<file path="src/rtl/mixcol_pkg.sv">
package mixcol_pkg;
    localparam int GF_WIDTH  = 8;
    localparam int COL_BYTES = 4;
    localparam int COL_WIDTH = GF_WIDTH * COL_BYTES;
    localparam logic [GF_WIDTH-1:0] GF_RED_POLY = 8'h1B;
    typedef logic [GF_WIDTH-1:0] gf_elem_t;
endpackage

</file>
<file path="src/rtl/gf_xtime_mul.sv">
module gf_xtime_mul #(
    parameter int              W   = 8,
    parameter logic [W-1:0]    RED = 8'h1B
) (
    input  logic [W-1:0] a_i,
    output logic [W-1:0] dbl_o,
    output logic [W-1:0] tpl_o
);
    // shift up one place; fold the dropped top bit back through the reduction constant
    always_comb begin
        dbl_o = {a_i[W-2:0], 1'b0} ^ (a_i[W-1] ? RED : '0);
        tpl_o = dbl_o ^ a_i;   // (x+1)*a
    end
endmodule

</file>
<file path="src/rtl/mixcol_row.sv">
module mixcol_row #(
    parameter int W   = 8,
    parameter int N   = 4,
    parameter int ROW = 0
) (
    input  logic [N-1:0][W-1:0] s_i,
    input  logic [N-1:0][W-1:0] dbl_i,
    input  logic [N-1:0][W-1:0] tpl_i,
    output logic [W-1:0]        row_o
);
    localparam int IDX_DBL = ROW % N;
    localparam int IDX_TPL = (ROW + 1) % N;

    always_comb begin
        row_o = dbl_i[IDX_DBL] ^ tpl_i[IDX_TPL];
        for (int j = 2; j < N; j++) begin
            row_o = row_o ^ s_i[(ROW + j) % N];
        end
    end
endmodule

</file>
<file path="src/rtl/mixcol_unit.sv">
module mixcol_unit
    import mixcol_pkg::*;
#(
    parameter bit REG_OUT = 1'b1
) (
    input  logic                 clk,
    input  logic                 rst_n,
    input  logic                 col_valid_i,
    input  logic [COL_WIDTH-1:0] col_data_i,
    output logic                 mix_valid_o,
    output logic [COL_WIDTH-1:0] mix_data_o
);
    logic [COL_BYTES-1:0][GF_WIDTH-1:0] s_in;
    logic [COL_BYTES-1:0][GF_WIDTH-1:0] s_dbl;
    logic [COL_BYTES-1:0][GF_WIDTH-1:0] s_tpl;
    logic [COL_BYTES-1:0][GF_WIDTH-1:0] s_mix;
    logic [COL_WIDTH-1:0]               mixed_word;
    logic [GF_WIDTH-1:0]                xor_in;
    logic [GF_WIDTH-1:0]                xor_out;

    // byte k of the column lives at the k-th byte from the top
    for (genvar k = 0; k < COL_BYTES; k++) begin : g_lane
        assign s_in[k] = col_data_i[COL_WIDTH-1-k*GF_WIDTH -: GF_WIDTH];

        gf_xtime_mul #(.W(GF_WIDTH), .RED(GF_RED_POLY)) u_xt (
            .a_i   (s_in[k]),
            .dbl_o (s_dbl[k]),
            .tpl_o (s_tpl[k])
        );

        mixcol_row #(.W(GF_WIDTH), .N(COL_BYTES), .ROW(k)) u_row (
            .s_i   (s_in),
            .dbl_i (s_dbl),
            .tpl_i (s_tpl),
            .row_o (s_mix[k])
        );

        assign mixed_word[COL_WIDTH-1-k*GF_WIDTH -: GF_WIDTH] = s_mix[k];
    end

    always_comb begin
        xor_in  = '0;
        xor_out = '0;
        for (int k = 0; k < COL_BYTES; k++) begin
            xor_in  = xor_in  ^ s_in[k];
            xor_out = xor_out ^ s_mix[k];
        end
    end

    // coefficients 2,3,1,1 sum to 1 in the field, so the byte-wise XOR of a column is preserved
    AST_XOR_INVARIANT: assert property (@(posedge clk) disable iff (!rst_n)
        col_valid_i |-> (xor_out == xor_in));

    if (REG_OUT) begin : g_reg
        logic                 valid_q;
        logic [COL_WIDTH-1:0] data_q;

        always_ff @(posedge clk or negedge rst_n) begin
            if (!rst_n) begin
                valid_q <= 1'b0;
                data_q  <= '0;
            end else begin
                valid_q <= col_valid_i;
                if (col_valid_i) begin
                    data_q <= mixed_word;
                end
            end
        end

        assign mix_valid_o = valid_q;
        assign mix_data_o  = data_q;

        AST_VALID_LAG: assert property (@(posedge clk) disable iff (!rst_n)
            col_valid_i |=> mix_valid_o);
        AST_IDLE_LAG: assert property (@(posedge clk) disable iff (!rst_n)
            !col_valid_i |=> !mix_valid_o);
        AST_DATA_LAG: assert property (@(posedge clk) disable iff (!rst_n)
            col_valid_i |=> (mix_data_o == $past(mixed_word)));
        AST_HOLD_IDLE: assert property (@(posedge clk) disable iff (!rst_n)
            !col_valid_i |=> $stable(mix_data_o));
    end else begin : g_comb
        assign mix_valid_o = col_valid_i;
        assign mix_data_o  = mixed_word;
    end
endmodule

</file>
<file path="config.mk">
export PLATFORM = sky130hd
export DESIGN_NAME = mixcol_unit
export DESIGN_NICKNAME = d
export VERILOG_FILES = /design/src/rtl/mixcol_pkg.sv /design/src/rtl/gf_xtime_mul.sv /design/src/rtl/mixcol_row.sv /design/src/rtl/mixcol_unit.sv
export SDC_FILE = /design/constraint.sdc
export NUM_CORES = 1
export LEC_CHECK = 0
export BUFFER_PORTS_ARGS = -buffer_cell sky130_fd_sc_hd__clkbuf_2
export CAP_MARGIN = 20
export CORE_UTILIZATION = 35
export DETAILED_ROUTE_END_ITERATION = 12
export PLACE_DENSITY = 0.53
export SLEW_MARGIN = 10
export SYNTH_ARGS = -nofsm -noshare
export SYNTH_HDL_FRONTEND = slang
export SYNTH_SLANG_ARGS = --single-unit
</file>
<file path="constraint.sdc">
create_clock -name clk -period 1.2 [get_ports clk]
set_input_delay 0.12 -clock clk [delete_from_list [all_inputs] [get_ports clk]]
set_output_delay 0.12 -clock clk [all_outputs]
set_load 0.01 [all_outputs]
</file>
==> results.json <==
{
  "status": "complete, no violations",
  "dp_hpwl_um": 4040,
  "synth_area_um2": 2570,
  "post-route-period-util_pct": 90.3,
  "portBuffers": 67,
  "viasPerCell": 4.17,
  "clk_pin_slew_ns": 0.07,
  "ios": 68,
  "synth.avg_cell_area_um2": 15.4,
  "power_mw": 4.79,
  "ant_nets": 0,
  "cts_sinks": 33,
  "required_ns": 1.37,
  "fin_skew_ns": 0,
  "ctsRootBufferMaster": "clkbuf_8",
  "min_period_ns": 1.08,
  "cts_buffers": 5,
  "max-slew-margin-rel_pct": 78.3,
  "crit_fanout": 6,
  "post_cts_buffers": 0,
  "place_ws_ns": -0.198,
  "synth_cells": 167,
  "num_vias": 1510,
  "peakVddDrop_uv": 482,
  "drt-total-wl_um": 5130,
  "rsz0062_at_grt": "false",
  "setup_tns_ns": 0,
  "drc": 0,
  "cpPeakStageDelay_ns": 0.43,
  "worst_pin_slew_ns": 0.323,
  "htree_levels": 2,
  "seq_area_frac_synth_pct": 32.1,
  "grt_pass1_vias": 1574,
  "die_area_um2": 7700,
  "drv_slew": 0,
  "yosysWarnings": 0,
  "tritoncts": "yes",
  "power_leakage_nw": 1.81,
  "critPathBufInv": 1,
  "die_w_um": 87.8,
  "drtIter0Drc": 12,
  "clock.fmax_mhz": 923,
  "setup-violations-final": 0,
  "antenna_found_initial": 0,
  "grt_max_degree": 34,
  "critical_path.top_delay_family": "XOR/XNOR gates",
  "cp-start-kind": "input pin",
  "dp.cells": 353,
  "place.gp.congestion": 0.802,
  "die_y_um": 87.8,
  "fp-row-count": 30,
  "area_delta_synth_final_pct": 32.5,
  "worst_ep_arrival_time_ns": 1.25,
  "multi_input_area_um2": 1690,
  "diodes": 0,
  "core_area_um2": 6940,
  "final-hold-violation-count": 0,
  "crit_type": "input pin to flop",
  "grt_usage_pct": 14.8,
  "nets": 300,
  "postCtsResizedCells": 0,
  "initial_utilization_pct": 37.1,
  "fin_cells": 362,
  "holdWs_ns": 0.172,
  "ys_types": 16,
  "synth_seq_cells": 33,
  "wire_per_inst_um": 14.2,
  "seqCellArea_um2": 826,
  "cp-end-kind": "flop",
  "syn_nets": 202,
  "cp_cell_sequence": "clkbuf_2, xor2_2, xnor3_1, mux2_2",
  "first_pass_iters": 4,
  "hold_class": "input pin to flop",
  "drv_cap": 0,
  "final_common_cell": "clkbuf_2",
  "cp_slowest_cell": "xnor3_1",
  "final_cell_mix": "67 x clkbuf_2, 33 x dfrtp_1, 33 x buf_4",
  "powerDensity_nw_per_um2": 1400,
  "cts_max_path_buffers": 2,
  "setup_ws_ns": 0.116,
  "clock_latency_ns": 0.28,
  "gr-total-overflow": 0,
  "grt_pass1_wl_um": 8370,
  "drive_gt1_share_pct": 54.1,
  "nFillCells": 662
}
## per-stage QoR
step | utilization (%) | cell area (um2)
after floorplan | - | 2610
after global placement | 47.3 | 3280
after detailed placement | 47.3 | 3280
after CTS | 49.1 | 3410
after global routing | 49.1 | 3410
final | 49.1 | 3410
## path summary, 6_finish.rpt
kind | to | cells past startpoint | slack [ns] | from
setup / recovery | mix_data_o[17] | 4 | 0.12 | col_data_i[23]
hold / removal | mix_valid_o | 2 | 0.17 | col_valid_i
setup reg to reg | mix_data_o[7] | 1 | 0.43 | mix_data_o[7]
hold reg to reg | mix_data_o[13] | 1 | 0.50 | mix_data_o[13]
max in group asynchronous | mix_data_o[25] | 3 | 0.68 | rst_n
min in group asynchronous | mix_data_o[6] | 3 | 0.34 | rst_n
## state kept, by name, summed over array words and instances, names as in the netlist
name,flops
mix_data_o,32
mix_valid_o,1
## layer usage
metal	up-vias	routed length (um)	global-route usage (%)
met1	712	2610	21.4
met5	-	0	0
met4	0	42	4.47
met2	37	2250	21.8
li1	759	-	-
met3	2	228	3.68
## power breakdown
| group | switching [mW] | internal (mW) |
|---|---|---|
| clock network | 0.418 | 0.675 |
| logic | 0.822 | 1.21 |
| registers | 0.191 | 1.48 |
| total | 1.43 | 3.36 |
## synthesized netlist by cell type
cell / number / area share [%]
xor3_1: 7 / 6.5
buf_2: 2 / 0.39
xor2_2: 2 / 1.3
xnor3_1: 28 / 24
clkbuf_1: 6 / 0.87
buf_4: 3 / 0.87
xnor2_2: 2 / 1.3
dfrtp_1: 33 / 32
xnor3_2: 1 / 0.92
xnor2_1: 27 / 9.2
mux2_2: 27 / 12
xor2_1: 16 / 5.4
mux2i_1: 5 / 1.9
xor3_4: 2 / 2.1
buf_1: 1 / 0.15
inv_1: 5 / 0.73
## timing repair
action                                  4_1_cts  5_1_grt
endpoints found under the hold margin        33        0
hold buffers                                  1        0
endpoints found under the setup margin        0        0
## kinds of logic after synthesis
logic type	count (synthesis)	share of synthesized area (%)
mux	32	13.8
buf+inv	17	3.01
xor+xnor	85	51.2
flops	33	32.1
## layout make-up
type | count | area share, %
clock buffer | 6 | 2.42
tap | 96 | 3.52
multi-input combinational | 117 | 49.7
sequential | 33 | 24.2
timing repair buffer | 103 | 18.6
inverter | 5 | 0.550
clock inverter | 2 | 1.10
(Power assumes the default switching activity.)
